### config.mk
export PLATFORM = sky130hd
export DESIGN_NAME = cmd_queue
export DESIGN_NICKNAME = d
export VERILOG_FILES = /design/src/rtl/cmd_queue_pkg.sv /design/src/rtl/cmd_queue_ctrl.sv /design/src/rtl/cmd_queue_store.sv /design/src/rtl/cmd_queue.sv
export SDC_FILE = /design/constraint.sdc
export NUM_CORES = 1
export LEC_CHECK = 0
export ABC_AREA = 1
export BUFFER_PORTS_ARGS = -buffer_cell sky130_fd_sc_hd__buf_2
export CAP_MARGIN = 10
export CORE_MARGIN = 2
export CORE_UTILIZATION = 61
export DETAILED_ROUTE_END_ITERATION = 10
export PLACE_DENSITY_LB_ADDON = 0.12
export SETUP_SLACK_MARGIN = 0.3
export SYNTH_ARGS = -nofsm -noshare
export SYNTH_HDL_FRONTEND = slang
export SYNTH_SLANG_ARGS = --single-unit
export TNS_END_PERCENT = 50
### constraint.sdc
create_clock -name clk -period 3.2 [get_ports clk]
set_input_delay 0.48 -clock clk [delete_from_list [all_inputs] [get_ports clk]]
set_output_delay 0.48 -clock clk [all_outputs]
set_load 0.05 [all_outputs]
### src/rtl/cmd_queue_pkg.sv
package cmd_queue_pkg;
    localparam int LEN_W = 5;

    typedef enum logic [1:0] {
        ST_EMPTY   = 2'd0,
        ST_PARTIAL = 2'd1,
        ST_FULL    = 2'd2
    } q_state_t;
endpackage

### src/rtl/cmd_queue_ctrl.sv
module cmd_queue_ctrl
    import cmd_queue_pkg::*;
#(
    parameter int DEPTH = 4,
    localparam int PW = $clog2(DEPTH),
    localparam int CW = PW + 1
) (
    input  logic          clk,
    input  logic          rst_n,
    input  logic          push_req,
    input  logic          pop_req,
    output logic          wr_fire,
    output logic          rd_fire,
    output logic [PW-1:0] wr_ptr,
    output logic [PW-1:0] rd_ptr,
    output logic          flag_empty,
    output logic          flag_full,
    output logic          flag_m1,
    output logic          flag_m2
);
    q_state_t      state_q, state_d;
    logic [CW-1:0] count_q, count_d;

    // Acceptance depends only on the registered state.
    always_comb begin
        wr_fire = push_req && (state_q != ST_FULL);
        rd_fire = pop_req  && (state_q != ST_EMPTY);
        count_d = count_q + CW'(wr_fire) - CW'(rd_fire);
    end

    // Next-state logic with the four named transitions.
    always_comb begin
        state_d = state_q;
        unique case (state_q)
            ST_EMPTY: begin
                if (wr_fire) state_d = ST_PARTIAL;                // FILL_FIRST
            end
            ST_PARTIAL: begin
                if (wr_fire && !rd_fire && count_q == CW'(DEPTH - 1))
                    state_d = ST_FULL;                            // FILL_LAST
                else if (rd_fire && !wr_fire && count_q == CW'(1))
                    state_d = ST_EMPTY;                           // DRAIN_LAST
            end
            ST_FULL: begin
                if (rd_fire) state_d = ST_PARTIAL;                // DRAIN_FIRST
            end
            default: state_d = ST_EMPTY;
        endcase
    end

    // State register.
    always_ff @(posedge clk or negedge rst_n) begin
        if (!rst_n) state_q <= ST_EMPTY;
        else        state_q <= state_d;
    end

    // Occupancy and pointers.
    always_ff @(posedge clk or negedge rst_n) begin
        if (!rst_n) begin
            count_q <= '0;
            wr_ptr  <= '0;
            rd_ptr  <= '0;
        end else begin
            count_q <= count_d;
            if (wr_fire) wr_ptr <= wr_ptr + PW'(1);
            if (rd_fire) rd_ptr <= rd_ptr + PW'(1);
        end
    end

    // Registered status outputs, updated on the edge that moves the count.
    always_ff @(posedge clk or negedge rst_n) begin
        if (!rst_n) begin
            flag_empty <= 1'b1;
            flag_full  <= 1'b0;
            flag_m1    <= 1'b0;
            flag_m2    <= 1'b0;
        end else begin
            flag_empty <= (state_d == ST_EMPTY);
            flag_full  <= (state_d == ST_FULL);
            flag_m1    <= (count_d >= CW'(DEPTH - 1));
            flag_m2    <= (count_d >= CW'(DEPTH - 2));
        end
    end
endmodule

### src/rtl/cmd_queue_store.sv
module cmd_queue_store #(
    parameter int DEPTH = 4,
    parameter int WIDTH = 25,
    localparam int PW = $clog2(DEPTH)
) (
    input  logic             clk,
    input  logic             wr_en,
    input  logic [PW-1:0]    wr_idx,
    input  logic [WIDTH-1:0] wr_word,
    input  logic [PW-1:0]    rd_idx,
    output logic [WIDTH-1:0] rd_word
);
    logic [WIDTH-1:0] slots [DEPTH];

    always_ff @(posedge clk) begin
        if (wr_en) slots[wr_idx] <= wr_word;
    end

    assign rd_word = slots[rd_idx];
endmodule

### src/rtl/cmd_queue.sv
module cmd_queue
    import cmd_queue_pkg::*;
#(
    parameter int DEPTH  = 4,
    parameter int ADDR_W = 20,
    localparam int PW    = $clog2(DEPTH),
    localparam int WORD_W = ADDR_W + LEN_W
) (
    input  logic              clk,
    input  logic              rst_n,
    input  logic              push_en,
    input  logic [ADDR_W-1:0] push_addr,
    input  logic [LEN_W-1:0]  push_len,
    input  logic              pop_req,
    output logic [ADDR_W-1:0] head_addr,
    output logic [LEN_W-1:0]  head_len,
    output logic              is_empty,
    output logic              is_full,
    output logic              is_full_m1,
    output logic              is_full_m2
);
    if (DEPTH != 4 && DEPTH != 8 && DEPTH != 16 && DEPTH != 32 && DEPTH != 64) begin : g_bad_depth
        $error("cmd_queue: DEPTH must be 4, 8, 16, 32 or 64");
    end
    if (ADDR_W < 17 || ADDR_W > 20) begin : g_bad_addr
        $error("cmd_queue: ADDR_W must be 17 to 20");
    end

    logic          wr_fire, rd_fire;
    logic [PW-1:0] wr_ptr, rd_ptr;
    logic [WORD_W-1:0] head_word;

    cmd_queue_ctrl #(.DEPTH(DEPTH)) u_ctrl (
        .clk        (clk),
        .rst_n      (rst_n),
        .push_req   (push_en),
        .pop_req    (pop_req),
        .wr_fire    (wr_fire),
        .rd_fire    (rd_fire),
        .wr_ptr     (wr_ptr),
        .rd_ptr     (rd_ptr),
        .flag_empty (is_empty),
        .flag_full  (is_full),
        .flag_m1    (is_full_m1),
        .flag_m2    (is_full_m2)
    );

    cmd_queue_store #(.DEPTH(DEPTH), .WIDTH(WORD_W)) u_store (
        .clk     (clk),
        .wr_en   (wr_fire),
        .wr_idx  (wr_ptr),
        .wr_word ({push_addr, push_len}),
        .rd_idx  (rd_ptr),
        .rd_word (head_word)
    );

    assign {head_addr, head_len} = head_word;
endmodule

Word-level counts from Yosys, hierarchy flattened

Memory sizes are Yosys's and may differ from the RTL's.
Cells that the tools add are included.

Add/subtract/negate cells: 4
Order comparisons: 2
Equal/unequal tests: 6
Muxes and demuxes: 7
Reduce and logical (&&, ||, !) cells: 11

Operators by type and width:

| cell                                                                                 | count |
|---|---|
| 2-bit 2-to-1 mux                                                                     | 4 |
| 3-bit by 2-bit greater-or-equal comparator with 1-bit output (second input constant) | 2 |
| 1-bit logical AND                                                                    | 6 |
| 2-bit case mux with 3 select lines                                                   | 1 |
| 2-bit by 1-bit adder with 2-bit output (second input constant)                       | 2 |
| 2-bit equality test (second input constant)                                          | 2 |
| 2-bit zero test                                                                      | 2 |
| 3-bit by 1-bit adder with 3-bit output                                               | 1 |
| 3-bit by 1-bit equality test with 1-bit output (second input constant)               | 1 |
| 3-bit by 2-bit equality test with 1-bit output (second input constant)               | 1 |
| 3-bit by 1-bit subtractor with 3-bit output                                          | 1 |
| 2-bit by 1-bit equality test with 1-bit output (second input constant)               | 1 |
| 1-bit zero test                                                                      | 2 |
| 1-bit 2-to-1 mux                                                                     | 2 |
| 2-bit != test (second input constant)                                                | 1 |
| 2-bit nonzero test                                                                   | 1 |

Register bits: 13
Bits in writable memories: 100
Input port bits: 29
Output and inout bits: 29
Word-level logic and storage cells: 39
Memories kept: 1

Memories:

| name          | words | width | read ports | clocked after Yosys merged registers in | write ports | line                  | RTL |
|---|---|---|---|---|---|---|---|
| u_store.slots | 4     | 25    | 1          | 0                                       | 1           | cmd_queue_store.sv:13 | `logic [WIDTH-1:0] slots [DEPTH];` |

Depth between registers and ports, before layout

Gate-level depths: netlist of run 1.

Word-level depth: 9
Depth in mapped cells: 10
Depth with buffers taken out: 10

By module

Synthesis of run 1 repeated with hierarchy kept, for this count alone.

Cells, all modules: 467
Area total of the unflattened synthesis: 4,890.9 um^2

By module, submodules not included:

| module          | times used | cells an instance | area each (um^2) | seq. area each (um^2) |
|---|---|---|---|---|
| cmd_queue_store | 1          | 400               | 4,267.8          | 3,002.9 |
| cmd_queue_ctrl  | 1          | 67                | 623.1            | 326.6 |

Worst setup path after synthesis of run 1

OpenSTA, ideal clock, no wires.

Path kind: register to register
From: reg u_ctrl.wr_ptr[0]
To: mem u_store.slots[2][0], enable pin
Setup time: 0.407 ns
Arrival time: 1.732 ns
Slack: 1.061 ns
Cell stages (with the launch flop): 5
Buffers on the path: 0
Period minus slack after synthesis: 2.139 ns
Cells stage by stage: dfrtp_1 > inv_1 > ha_1 > inv_1 > nor2_1

RTL lines:

| item                   | line                  | RTL |
|---|---|---|
| start, declared        | cmd_queue_ctrl.sv:14  | `output logic [PW-1:0] wr_ptr,` |
| start signal, assigned | cmd_queue_ctrl.sv:65  | `if (wr_fire) wr_ptr <= wr_ptr + PW'(1);` |
| end, declared          | cmd_queue_store.sv:13 |  |

No word-level cell before the write port.

Worst setup path after layout of run 1

From: reg u_ctrl.rd_ptr[0]
To: out head_addr[9]

Cells in the longest elaborated chain, start to end: 1

RTL lines:

| item                   | line                 | RTL |
|---|---|---|
| start, declared        | cmd_queue_ctrl.sv:15 | `output logic [PW-1:0] rd_ptr,` |
| start signal, assigned | cmd_queue_ctrl.sv:66 | `if (rd_fire) rd_ptr <= rd_ptr + PW'(1);` |
| memory 4 x 25 bit      | --                   |  |
| end, declared          | cmd_queue.sv:15      | `output logic [ADDR_W-1:0] head_addr,` |

No other way between the ends.

==> results of run 1 <==
==> placed cells by master, fill, tap and decap left out, drive strengths merged <==
| master | Yosys | layout |
|---|---|---|
| edfxtp | 100 | 100 |
| buf | 13 | 67 |
| nor2 | 64 | 64 |
| o21ai | 54 | 54 |
| o22ai | 25 | 25 |
| clkbuf | 2 | 18 |
| inv | 17 | 17 |
| dfrtp | 12 | 12 |
| nand2 | 12 | 12 |
| clkinv | 0 | 8 |
| ha | 5 | 5 |
| xor2 | 4 | 4 |
| bufinv | 0 | 3 |
| nand3 | 3 | 3 |
| clkinvlp | 0 | 2 |
| nand4 | 1 | 1 |
| xnor2 | 1 | 1 |
| fa | 1 | 1 |
| dlygate4sd3 | 0 | 1 |
| dfstp | 1 | 1 |
==> state kept, by name (all words and copies together) (netlist names) <==
register	flops
u_ctrl.count_q	3
u_ctrl.flag_empty	1
u_ctrl.flag_full	1
u_ctrl.flag_m1	1
u_ctrl.flag_m2	1
u_ctrl.rd_ptr	2
u_ctrl.state_q	2
u_ctrl.wr_ptr	2
u_store.slots	100
==> routing by layer <==
metal / wire length, µm / up-vias
li1: - / 1292
met1: 3600 / 1323
met2: 4440 / 99
met3: 474 / 10
met4: 88 / 0
met5: 0 / -
==> cell type report <==
class,count,area (µm²),share of cell area (%)
Clock inverter,13,145,2.71
Inverter,17,66.3,1.24
Clock buffer,18,418,7.81
Timing Repair Buffer,68,370,6.93
Multi-Input combinational cell,170,898,16.8
Tap cell,96,120,2.25
Sequential cell,113,3330,62.3
==> worst paths after layout <==
check / start / end / slack [ns] / cells after the start
max in group asynchronous: rst_n / u_ctrl.flag_empty / 2.54 / 2
min in group asynchronous: rst_n / u_ctrl.state_q[1] / 0.39 / 2
worst max-delay path: u_ctrl.rd_ptr[0] / head_addr[9] / 0.47 / 4
worst min-delay path: push_addr[10] / u_store.slots[2][15] / 0.19 / 1
worst min register to register: u_ctrl.count_q[0] / u_ctrl.count_q[0] / 0.57 / 1
worst max register to register: u_ctrl.state_q[0] / u_ctrl.flag_m1 / 1.33 / 10
==> stage by stage <==
| stage | area [µm²] | hold WS (ns) | setup WS [ns] | std cells | util, % |
|---|---|---|---|---|---|
| 4_1_cts | 5350 | 0.164 | 0.480 | 495 | 77.9 |
| 3_3_place_gp | 4770 | 0.379 | 1.10 | 463 | 69.5 |
| 3_5_place_dp | 4770 | 0.388 | 1.06 | 463 | 69.5 |
| 5_1_grt | 5350 | 0.170 | 0.336 | 495 | 77.9 |
| 6_report | 5350 | 0.185 | 0.474 | 495 | 77.9 |
| 2_1_floorplan | 4360 | 0.184 | 1.06 | 315 | - |
==> cell families (layout without fill, tap and decap cells) <==
kind of cell	after synthesis	in the layout	synth area share, %
AO/OA/AOI/OAI	79	79	9.87
XOR/XNOR	5	5	1.00
adder cells (fa/ha/maj)	6	6	1.89
buffers and inverters	32	116	3.24
flip-flops	113	113	76.4
AND/OR/NAND/NOR	80	80	7.61
==> repair_timing <==
item,in CTS,in global routing
hold endpoints to repair,12,0
endpoints found under the setup margin,0,0
buffers inserted,0,0
hold buffers,1,0
==> metrics.cfg, run 1 <==
[outcome]
status=finished, final reports clean

[timing]
max_freq_ghz=0.367
hold_viol=0
finalClockSkew_ns=0.00807
tightest_slew_ns=0.821
post-route-min-period_ns=2.73
setup_violations=0
final.period_utilization_pct=85.2
relSlewSlack_pct=45.2
fin_tns_setup_ns=0
rsz0062_at_grt=false
drv_slew=0

[routing]
drt-pass1-iter-count=5
drt_drc_violations_left=0
avgRoutedWirePerCell_um=17.4
drtAntennaViolNets=0
num_vias=2724
routed_wl_um=8600
via_per_inst=5.50
drt-initial-drc-count=214

[setup_path]
cp_max_fo=51
critical_path_arrival_ns=2.25
cpLargestDelayFamily=buffers and inverters
crit_path_max_incr_delay_ns=0.60
worst-path-buf-inv=2
critPathCaptureType=primary output
crit_path_top_delay_cell=inv_2
path_cells=inv_2 -> o21ai_0 -> o22ai_1 -> buf_2
crit_type=reg -> out
cp.required_ns=2.72
cp-start-kind=flop

[floorplanning]
die_height_um=88.5
io_pins=58
core_mm2=0.00687
initial_core_util_pct=63.5
placementRows=30
die-area_mm2=0.00784
die_w_um=88.5

[clocking]
htreeDepth=4
cts_tree=done
cts_resized=0
clk_latency_ns=0.51
clk_pin_slew_ns=0.05
cts_root_buffer=clkbuf_8
cts_buffers=17
cts_max_path_buffers=2
cts.sinks=113

[grt]
use_met3_pct=8.12
grt_pass1_vias=2757
use_met2_pct=40.0
grt_max_degree=52
overflow=0
grt.total_usage_pct=23.8
antenna_found_initial=0
met1_usage_pct=28.6
grt_first_pass_wirelength_um=13200
top_usage_layer=met2

[logic_synthesis]
ys_ff_latch=113
synth_warnings=0
synth.distinct_cells=24
syn_inst=315
synth-edff-count=100
synthDominantCellAreaShare_pct=68.9
synth.avg_cell_area_um2=13.8
syn_nets=350
synthesis.area_mm2=0.00436
ys_seq_area_share_pct=76.4
synth_area_leaders=edfxtp_1, dfrtp_1, o21ai_0, nor2_1, o22ai_1
synthMostInstantiatedCell=edfxtp_1
synthFlopType=edfxtp_1
async_flop_share_pct=11.5
yosys-top-cells-count=edfxtp_1, nor2_1, o21ai_0, o22ai_1, buf_2
yosysTopAreaCell=edfxtp_1

[final_layout]
nNetsFinal=422
diodes=0
fillers=403
drive_above_1_share_pct=28.1
areaGrowthSynthToFinish_pct=22.7

[place]
port_buffers=57
hpwlAfterDp_um=4550
globalplace.congestion=0.778

[min_path]
hold_class=in -> reg

[flow_run]
maxCapViolCount=0

Power of run 1 is left out: the tool's default activity adds up to more than one toggle a clock period on the data nets, which glitch-free logic cannot reach.
==> run 2, diff against run 1 <==
--- a/config.mk
+++ b/config.mk
@@ -6,11 +6,11 @@
 export NUM_CORES = 1
 export LEC_CHECK = 0
 export ABC_AREA = 1
-export BUFFER_PORTS_ARGS = -buffer_cell sky130_fd_sc_hd__buf_2
 export CAP_MARGIN = 10
 export CORE_MARGIN = 2
-export CORE_UTILIZATION = 61
+export CORE_UTILIZATION = 65
 export DETAILED_ROUTE_END_ITERATION = 10
+export DONT_BUFFER_PORTS = 1
 export PLACE_DENSITY_LB_ADDON = 0.12
 export SETUP_SLACK_MARGIN = 0.3
 export SYNTH_ARGS = -nofsm -noshare
==> run 2 against run 1 <==
Compared with the run above:
- the run now ends with DRC left
- cell count decreased by 11%
- clock skew decreased by 0.0033 ns
- non-clock buffer count decreased by 36
- die area decreased by 5.9%
- critical endpoint is now head_addr[5]
- largest cell class unchanged
- highest routed layer unchanged
==> metrics.cfg, run 2 (synthesis gave the netlist of run 1 again) <==
[clocking]
postCtsSetupBuffers=0  ; unchanged
cts_tree=done
htreeDepth=4  ; unchanged
clk_latency_ns=0.51  ; about the same
cts_max_path_buffers=2  ; unchanged
cts_root_buffer=clkbuf_8
cts.sinks=113  ; unchanged
clk_pin_slew_ns=0.05  ; about the same
cts_buffers=17  ; unchanged

[setup_path]
cp-start-kind=flop
critical_path_arrival_ns=2.18  ; -0.07 ns
cp_max_fo=51  ; unchanged
crit_type=reg -> out
cp.required_ns=2.72  ; about the same
critPathCaptureType=primary output

[final_layout]
nNetsFinal=386  ; -8.5%
areaGrowthSynthToFinish_pct=20.6
diodes=0  ; unchanged
layout_commonest_cell=edfxtp_1
drive_above_1_share_pct=21.2  ; -6.9 points
largest_reg_flops=100  ; unchanged
final_cell_mix=edfxtp_1, nor2_1, o21ai_0, buf_4, o22ai_1
reg.largest.list=u_store.slots (100), u_ctrl.count_q (3)
top_register=u_store.slots

[timing]
fin_tns_setup_ns=0  ; unchanged
max_freq_ghz=0.376  ; +2.5%
tightest_slew_ns=0.841  ; +0.0201 ns
hold_viol=0  ; unchanged
finalClockSkew_ns=0.00477  ; -0.00331 ns
post-route-min-period_ns=2.66  ; -0.0663 ns
whs_ns=0.0654  ; -0.120 ns
setup_violations=0  ; unchanged
rsz0062_at_grt=false
final.period_utilization_pct=83.1  ; -2.1 points
relSlewSlack_pct=43.8  ; -1.3 points
drv_slew=0  ; unchanged

[place]
port_buffers=0  ; -100%
hpwlAfterDp_um=4570  ; +0.44%
globalplace.congestion=0.796  ; +2.4%

[routing]
drt-pass1-iter-count=8  ; +3
drt-initial-drc-count=176  ; -18%
avgRoutedWirePerCell_um=19.1  ; +9.9%
via_per_inst=5.98  ; +8.7%
num_vias=2632  ; -3.4%
drtAntennaViolNets=0  ; unchanged
drt_drc_violations_left=2  ; +2
routed_wl_um=8410  ; -2.3%

[flow_run]
maxCapViolCount=0  ; unchanged

[outcome]
status=complete, but fails checks
violations=DRC

[floorplanning]
core_mm2=0.00642  ; -6.5%
die_w_um=85.9  ; -3.0%
io_pins=58  ; unchanged
die-area_mm2=0.00738  ; -5.9%
die_height_um=85.9  ; -3.0%
placementRows=29  ; -3.3%
initial_core_util_pct=67.9  ; +4.4 points

[grt]
grt.total_usage_pct=25.2  ; +1.4 points
grt_first_pass_wirelength_um=13400  ; +1.9%
grt_pass1_vias=2675  ; -3.0%
grt_max_degree=52  ; unchanged
overflow=0  ; unchanged
antenna_found_initial=0  ; unchanged

[min_path]
hold_class=in -> reg

## run 2: cell types whose count changed in the layout (fill, tap and decap cells not counted), sizes merged
cell    previous run  this run
buf               67        31
bufinv             3         5
clkinv             8         6
## run 2: worst paths after layout
path | startpoint | endpoint | slack (ns) | cells past startpoint
max | u_ctrl.rd_ptr[0] | head_addr[5] | 0.54 | 4
min | push_addr[4] | u_store.slots[2][9] | 0.07 | 0
max reg2reg | u_ctrl.state_q[1] | u_store.slots[3][19] | 1.25 | 4
min reg2reg | u_ctrl.count_q[0] | u_ctrl.count_q[0] | 0.57 | 1
max in group asynchronous | rst_n | u_ctrl.count_q[0] | 2.37 | 1
min in group asynchronous | rst_n | u_ctrl.flag_full | 0.43 | 1
## run 2: final cells by class
cell class	count	area [µm²]
Clock buffer	18	418
Clock inverter	13	193
Fill cell	324	1170
Inverter	17	66.3
Multi-Input combinational cell	170	898
Sequential cell	113	3330
Tap cell	77	96.3
Timing Repair Buffer	32	255
## run 2: critical path: stages, from the launching register on
cell	delay [ns]
dfrtp_1	0.39
inv_2	0.61
o21ai_0	0.22
o22ai_1	0.20
buf_4	0.23
## run 2: stage by stage
stage                     cell area [µm²]  cells  utilization [%]  setup WS [ns]
after global routing                 5260    440             81.8          0.405
after CTS                            5260    440             81.8          0.519
final                                5260    440             81.8          0.540
after detailed placement             4640    408             72.2           1.07
after global placement               4640    408             72.2           1.18
after floorplan                      4360    315                -           1.06
## run 2: what timing repair did
action	CTS	global route
hold buffers	1	0
gates resized for setup	0	0
hold endpoints to repair	13	0
## run 2: layer usage
layer	global-route usage (%)	wire length, µm	share of wire, %	vias to the layer above
met5	0	0	0	-
met4	9.96	125	1.5	0
met3	9.62	659	7.8	13
met2	40.7	4310	51	109
met1	30.9	3310	39	1292
li1	-	-	-	1218
Power of run 2 is left out for the same reason.
==> run 3, diff against run 2 <==
--- a/config.mk
+++ b/config.mk
@@ -8,7 +8,7 @@
 export ABC_AREA = 1
 export CAP_MARGIN = 10
 export CORE_MARGIN = 2
-export CORE_UTILIZATION = 65
+export CORE_UTILIZATION = 62
 export DETAILED_ROUTE_END_ITERATION = 10
 export DONT_BUFFER_PORTS = 1
 export PLACE_DENSITY_LB_ADDON = 0.12
==> constraint.sdc (replaced) <==
create_clock -name clk -period 2.5 [get_ports clk]
set_input_delay 0.375 -clock clk [delete_from_list [all_inputs] [get_ports clk]]
set_output_delay 0.375 -clock clk [all_outputs]
set_load 0.05 [all_outputs]
==> run 3 against run 2 <==
Compared with the run above:
- register-to-register slack worse by 0.61 ns
- worst setup slack got worse by 0.21 ns
- global-route usage about the same
- wire length rose by 14%
- clock skew grew 0.00076 ns
- highest routed layer unchanged
- final area is 8.8% higher
- the run now ends clean
- worst hold slack improved by 0.075 ns
==> metrics.cfg, run 3 (synthesis gave the netlist of run 1 again) <==
[final_layout]
drive_above_1_share_pct=23.3  ; +2.0 points
reg.largest.list=u_store.slots (100), u_ctrl.count_q (3)
areaGrowthSynthToFinish_pct=31.2
instances_no_fill=497  ; +13%
nNetsFinal=422  ; +9.3%
largest_reg_flops=100  ; unchanged
final_cell_mix=edfxtp_1, nor2_1, o21ai_0, buf_4, dlygate4sd3_1
layout_commonest_cell=edfxtp_1
multi_input_area_um2=898  ; unchanged
top_register=u_store.slots
fillers=330  ; +1.9%
seq_area_mm2=0.00333  ; about the same

[clocking]
cts_tree=done
htreeDepth=4  ; unchanged
cts_max_path_buffers=2  ; unchanged
cts_root_buffer=clkbuf_8
clk_latency_ns=0.50  ; about the same
cts.sinks=113  ; unchanged
cts_buffers=17  ; unchanged
clk_pin_slew_ns=0.06  ; about the same

[pwr]
sw_frac_of_total_pct=40.0
p_clk_share_pct=28.3
power.density_mw_per_mm2=1540
cellInternalPower_w=0.00527
pwr-share-seq_pct=31.6
combinationalPowerShare_pct=40.1
power_leakage_nw=2.09
switchingPower_w=0.00352
vdd_ir_drop_max_mv=0.812

[grt]
grt_pass1_vias=2799  ; +4.6%
grt_max_degree=52  ; unchanged
grt_first_pass_wirelength_um=13600  ; +1.4%
antenna_found_initial=1  ; +1
grt.total_usage_pct=25.2  ; about the same
overflow=0  ; unchanged

[timing]
rsz0062_at_grt=true
final.period_utilization_pct=86.7
hold_viol=0  ; unchanged
tightest_slew_ns=0.657  ; -0.184 ns
fin_tns_setup_ns=0  ; unchanged
relSlewSlack_pct=56.1  ; +12 points
max_freq_ghz=0.461
finalClockSkew_ns=0.00552  ; +0.000756 ns
drv_slew=0  ; unchanged
post-route-min-period_ns=2.17
setup_violations=0  ; unchanged

[setup_path]
regToRegEndpoint=u_ctrl.flag_m1
cp-start-kind=flop
critical_path_arrival_ns=1.79  ; -0.39 ns
critPathCaptureType=primary output
crit_path_max_incr_delay_ns=0.48  ; -0.13 ns
worstSetupEndpoint=head_addr[13]
cp.depth=5  ; +1
cp_max_fo=10  ; -80%
crit_path_top_delay_cell=dfrtp_2
rrSetupSlack_ns=0.64  ; -0.61 ns
path_cells=inv_4 -> buf_4 -> o21ai_0 -> o22ai_1 -> buf_6
worst-path-buf-inv=3  ; +1
cpLargestDelayFamily=buffers and inverters
r2r-start=u_ctrl.state_q[1]
crit_type=reg -> out
ff2ff_path_depth=9  ; +5
critPathLaunch=u_ctrl.rd_ptr[0]
cp.required_ns=2.12  ; -0.60 ns

[routing]
drt-initial-drc-count=268  ; +52%
drt-pass1-iter-count=5  ; -3
routed_wl_um=9600  ; +14%
avgRoutedWirePerCell_um=19.3  ; +1.2%
via_per_inst=5.72  ; -4.4%
drt_drc_violations_left=0  ; -2
num_vias=2843  ; +8.0%
drtAntennaViolNets=0  ; unchanged

[floorplanning]
core_mm2=0.00679  ; +5.8%
initial_core_util_pct=64.2  ; -3.7 points
die_height_um=87.9  ; +2.3%
io_pins=58  ; unchanged
placementRows=30  ; +3.4%
die-area_mm2=0.00772  ; +4.6%
die_w_um=87.9  ; +2.3%

[place]
dp_cells=430  ; +5.4%
port_buffers=0  ; unchanged
globalplace.congestion=0.753  ; -5.4%
hpwlAfterDp_um=4770  ; +4.6%

[min_path]
hold_class=in -> reg

[outcome]
status=finished, final reports clean

[flow_run]
maxCapViolCount=0  ; unchanged

[run 3: cell types whose count changed in the layout (fill, tap and decap cells not counted), sizes merged]
| cell | previous run | this run |
|---|---|---|
| clkinv | 6 | 4 |
| buf | 31 | 39 |
| dlygate4sd3 | 1 | 27 |
| clkinvlp | 2 | 5 |
| bufinv | 5 | 4 |
| clkbuf | 18 | 21 |
| diode | 0 | 1 |
[run 3: area by class of cell]
cell class | instances | area share (%)
inverter | 17 | 1.29
clock inverter | 13 | 3.24
tap | 96 | 2.10
sequential | 113 | 58.2
clock buffer | 19 | 7.72
timing repair buffer | 68 | 11.7
antenna | 1 | 0.0437
multi-input combinational | 170 | 15.7
[run 3: through the flow]
stage / utilization [%] / setup WS, ns / instance area [µm²] / hold slack, ns / power, W
final: 84.2 / 0.332 / 5720 / 0.140 / 0.00879
after CTS: 83.4 / 0.288 / 5660 / 0.119 / 0.00862
after global placement: 69.3 / 0.676 / 4710 / 0.0798 / 0.00593
after detailed placement: 69.3 / 0.638 / 4710 / 0.0797 / 0.00598
after global routing: 84.2 / 0.229 / 5720 / 0.121 / 0.00916
after floorplan: - / 0.361 / 4360 / 0.0794 / 0.00506
[run 3: per-layer routing]
metal / GRT usage [%] / vias to the layer above / routed length [µm]
met4: 11.3 / 0 / 154
met1: 27.9 / 1415 / 3690
met3: 9.24 / 17 / 596
met2: 43.5 / 115 / 5170
li1: - / 1296 / -
met5: 0 / - / 0
[run 3: how the worst min path moves through the flow]
stage                       start           endpoint  slack [ns]  cells after the start
after floorplan             rst_n  u_ctrl.count_q[0]        0.08                      0
after global placement      rst_n  u_ctrl.state_q[1]        0.08                      0
after detailed placement    rst_n  u_ctrl.state_q[0]        0.08                      0
after CTS                 push_en  u_ctrl.flag_empty        0.12                      5
after global routing      push_en   u_ctrl.wr_ptr[0]        0.12                      2
final                     push_en   u_ctrl.wr_ptr[0]        0.14                      2
[run 3: worst reg2reg max path: stages, from the launching register on]
cell	delay, ns
dfrtp_1	0.42
nand2_2	0.15
nand2_4	0.13
xnor2_1	0.19
ha_1	0.17
inv_1	0.05
fa_1	0.50
inv_1	0.06
nand2_1	0.05
nand2_1	0.05
[run 3: power groups by stage]
stage	registers (W)	logic (W)	clock network [W]
CTS	0.00275	0.00337	0.00250
detailed placement	0.00279	0.00319	0
floorplan	0.00274	0.00232	0
finish	0.00278	0.00353	0.00249
global route	0.00280	0.00376	0.00260
global placement	0.00277	0.00316	0
[run 3: what timing repair did]
item                                    4_1_cts  5_1_grt
resized for setup                             7        2
setup buffers                                 5        0
cloned                                        0        2
endpoints found under the setup margin       25       17
endpoints found under the hold margin       115        0
hold buffers                                 27        0
pin swaps                                     0        0
Power figures use the tool's default switching activity.
